==> config.mk <==
export PLATFORM = sky130hd
export DESIGN_NAME = line_break_det
export DESIGN_NICKNAME = d
export VERILOG_FILES = /design/src/rtl/line_break_det.sv
export SDC_FILE = /design/constraint.sdc
export NUM_CORES = 1
export LEC_CHECK = 0
export ABC_AREA = 1
export BUFFER_PORTS_ARGS = -buffer_cell sky130_fd_sc_hd__buf_2
export CAP_MARGIN = 15
export CORE_UTILIZATION = 59
export DETAILED_ROUTE_END_ITERATION = 8
export PLACE_DENSITY_LB_ADDON = 0.08
export SYNTH_ARGS = -nofsm -noshare
export SYNTH_HDL_FRONTEND = slang
export SYNTH_SLANG_ARGS = --single-unit
==> constraint.sdc <==
create_clock -name clk_i -period 1.7 [get_ports clk_i]
set_input_delay 0.17 -clock clk_i [delete_from_list [all_inputs] [get_ports clk_i]]
set_output_delay 0.17 -clock clk_i [all_outputs]
set_load 0.005 [all_outputs]
==> src/rtl/line_break_det.sv <==
module line_break_det #(
  parameter int TICKS_PER_BIT = 16,
  parameter int CNT_W         = 12
) (
  input  logic       clk_i,
  input  logic       rst_ni,
  input  logic       rx_i,
  input  logic       tick_i,
  input  logic       parity_en_i,
  input  logic [1:0] level_sel_i,
  output logic       break_o,
  output logic       break_pulse_o
);
  localparam int HALF_BIT = TICKS_PER_BIT / 2;
  localparam int HC_W     = $clog2(HALF_BIT + 1);

  logic [CNT_W-1:0] low_cnt, char_ticks, limit;
  logic [HC_W-1:0]  high_cnt;
  logic             low_sat, over;

  assign char_ticks = parity_en_i ? CNT_W'(11 * TICKS_PER_BIT) : CNT_W'(10 * TICKS_PER_BIT);
  assign limit      = char_ticks << ({1'b0, level_sel_i} + 3'd1);
  assign low_sat    = &low_cnt;
  assign over       = low_cnt >= limit;

  always_ff @(posedge clk_i or negedge rst_ni) begin
    if (!rst_ni) begin
      low_cnt       <= '0;
      high_cnt      <= '0;
      break_o       <= 1'b0;
      break_pulse_o <= 1'b0;
    end else begin
      break_pulse_o <= 1'b0;
      if (tick_i) begin
        if (!rx_i) begin
          high_cnt <= '0;
          if (!low_sat) low_cnt <= low_cnt + 1'b1;
          if (!break_o && over) begin
            break_o       <= 1'b1;
            break_pulse_o <= 1'b1;
          end
        end else begin
          low_cnt <= '0;
          if (break_o) begin
            if (high_cnt == HC_W'(HALF_BIT - 1)) begin
              break_o  <= 1'b0;
              high_cnt <= '0;
            end else begin
              high_cnt <= high_cnt + 1'b1;
            end
          end
        end
      end
    end
  end
endmodule

==> flow_summary.json <==
{
  "placed_cells": 236,
  "grt_use_met1_pct": 31.3,
  "pre_cts_ws_ns": -0.238,
  "powerDensity_nw_per_um2": 601,
  "avgRoutedWirePerCell_um": 12.1,
  "hold_depth": 2,
  "peakVddDrop_mv": 0.602,
  "p_seq_share_pct": 51.6,
  "synth-seq-cells": 18,
  "drive_gt1_share_pct": 13.1,
  "hold_viol": 0,
  "cp.arrival_ns": 1.74,
  "core_um2": 2210,
  "fillers": 200,
  "synth_area_um2": 1380,
  "clkLatencyLatePin_ns": 0.31,
  "grt_pass1_vias": 1216,
  "finalCritPeriodShare_pct": 90.5,
  "placed_cell_area_um2": 1480,
  "die-area_um2": 2530,
  "status": "finished, final reports clean",
  "fin_area_um2": 1550,
  "yosysSeqAreaShare_pct": 32.7,
  "synthesis.instances": 197,
  "synthDistinctLibCells": 22,
  "endpoint_kind": "flop",
  "maxSlewHeadroom_pct": 63.8,
  "synth_nets": 218,
  "antenna_found_initial": 0,
  "tightest_slew_ns": 0.537,
  "die_w_um": 50.3,
  "cts_buffers": 3,
  "multiInputGateArea_um2": 827,
  "clockBufferDepth": 2,
  "p_sw_share_pct": 29.8,
  "period_needed_ns": 1.54,
  "io_buffers": 8,
  "hold_path.class": "input port to flop",
  "internal-power_mw": 0.654,
  "setup_slack_ns": 0.161,
  "rsz0062_at_grt": "no",
  "grtUsageMet2_pct": 49.3,
  "setup_violations": 0,
  "nNetsFinal": 235,
  "via_per_inst": 5.30,
  "die_h_um": 50.3,
  "cp.required_ns": 1.91,
  "antenna_cells": 0,
  "ys.warnings.count": 0,
  "busiest_layer": "met2",
  "track_usage_pct": 26.8,
  "drt_pass1_iterations": 5,
  "power_switching_mw": 0.277,
  "io_pins": 9,
  "syn_to_final_growth_pct": 12.5,
  "drt_wl_total_um": 2910,
  "max_freq_ghz": 0.650,
  "grt_max_degree": 23,
  "root_buffer": "clkbuf_4",
  "first_iter_violations": 30,
  "final_antenna_net_count": 0,
  "clk_pin_slew_ns": 0.10,
  "power.leakage_nw": 0.814,
  "critPathKind": "input port to flop",
  "dpl.hpwl_um": 2260,
  "htreeDepth": 1,
  "grt_pass1_wl_um": 5050,
  "start_kind": "input port",
  "clock_sinks": 18,
  "worstPathMaxFanout": 3,
  "p_clk_share_pct": 29.9,
  "maxCapViolCount": 0,
  "pwr-share-comb_pct": 18.5,
  "vias": 1278,
  "synth.avg_cell_area_um2": 6.99,
  "grt-ovfl-total": 0,
  "grtUsageMet3_pct": 2.73,
  "seq_area_um2": 450,
  "cts_tree": "built",
  "final_cells": 241,
  "skew_ns": 0.0116,
  "finalMaxSlewViolations": 0,
  "reg2reg_depth": 8,
  "gp_congestion": 0.833,
  "rows": 17,
  "drc": 0,
  "start_util_pct": 62.3
}
==> layout by cell type, fill, tap and decap left out, types with 4 or more instances in the layout <==
| cell | instances |
|---|---|
| buf_2 | 8 |
| o21ai_0 | 14 |
| nor2_1 | 13 |
| ha_1 | 13 |
| dfrtp_1 | 18 |
| buf_4 | 5 |
| xor2_1 | 4 |
| nand4_1 | 4 |
| nand3_1 | 17 |
| inv_1 | 25 |
| nand2_1 | 66 |
==> power by group through the flow <==
| stage | combinational (mW) | clock, mW | sequential, mW |
|---|---|---|---|
| 6_report | 0.172 | 0.279 | 0.480 |
| 5_1_grt | 0.199 | 0.302 | 0.485 |
| 4_1_cts | 0.166 | 0.279 | 0.480 |
| 3_5_place_dp | 0.164 | 0 | 0.489 |
| 3_3_place_gp | 0.153 | 0 | 0.486 |
| 2_1_floorplan | 0.105 | 0 | 0.482 |
==> per-stage QoR <==
stage          TNS [ns]  hold slack [ns]  power, mW  util (%)
3_5_place_dp     -0.384            0.118      0.653      67.1
2_1_floorplan         0           -0.126      0.586         -
5_1_grt               0            0.104      0.986      70.1
3_3_place_gp     -0.206            0.119      0.639      67.1
4_1_cts               0            0.106      0.926      69.2
6_report              0            0.110      0.931      70.1
==> synthesized netlist by cell type (all sizes together) <==
| library cell | instances | share of area (%) |
|---|---|---|
| ha | 14 | 13 |
| nand2 | 69 | 19 |
| nand3b | 1 | 0.55 |
| xor2 | 4 | 2.5 |
| o21ai | 17 | 6.4 |
| nand3 | 17 | 6.2 |
| o21bai | 1 | 0.55 |
| buf | 2 | 1.6 |
| o211ai | 1 | 0.55 |
| nand4 | 4 | 1.8 |
| a32o | 1 | 0.73 |
| clkbuf | 1 | 0.27 |
| a21o | 1 | 0.64 |
| nor3 | 3 | 1.5 |
| dfrtp | 18 | 33 |
| a21oi | 2 | 0.73 |
| inv | 25 | 6.8 |
| nor2 | 14 | 3.8 |
| or2 | 2 | 0.91 |
==> critical path: stages <==
cell     delay, ns
buf_2         0.13
ha_1          0.18
inv_1         0.10
nand2_1       0.09
o21ai_1       0.15
nand2_1       0.08
ha_1          0.27
nand2_1       0.06
inv_1         0.06
nand2_1       0.06
nand2_1       0.07
nand2_1       0.06
nand2_1       0.06
nand2_2       0.07
nand2_1       0.05
nand2_1       0.05
nand2_1       0.04
==> state kept, by name (all words and copies together) (netlist names) <==
name,count
low_cnt,12
break_pulse_o,1
high_cnt,4
break_o,1
==> worst paths after layout <==
kind                           startpoint       endpoint  slack [ns]
max in group asynchronous          rst_ni     low_cnt[1]        1.10
min in group asynchronous          rst_ni    low_cnt[10]        0.30
hold / removal                       rx_i  break_pulse_o        0.11
setup reg to reg               low_cnt[0]    low_cnt[11]        0.18
setup / recovery           level_sel_i[1]        break_o        0.16
hold reg to reg               high_cnt[1]    high_cnt[1]        0.55
==> layer usage <==
metal  part of all wire (%)  up-vias  routed length, um
met5                      0        -                  0
met2                     51       22               1480
met4                    2.3        0                 68
met3                    1.7        8                 49
met1                     45      583               1310
li1                       -      665                  -
==> cell type report <==
| class | instances | share of cell area [%] |
|---|---|---|
| inverter | 25 | 6.05 |
| sequential | 18 | 29.1 |
| timing repair buffer | 15 | 6.94 |
| multi-input combinational | 151 | 53.3 |
| tap | 28 | 2.26 |
| clock buffer | 4 | 2.34 |
==> cell families after synthesis <==
family	Yosys count	synth area share [%]
AOI/OAI and AO/OA	23	9.63
xor gates and xnor gates	4	2.54
adders and majority gates	14	12.7
buffers and inverters	28	8.72
DFF	18	32.7
and+or+nand+nor	110	33.7
==> timing repair <==
action | 4_1_cts | 5_1_grt
setup endpoints to repair | 0 | 2
resized for setup | 0 | 6
buffers inserted | 0 | 0
hold endpoints to repair | 18 | 0
hold buffers | 1 | 0
Power figures use the tool's default switching activity.
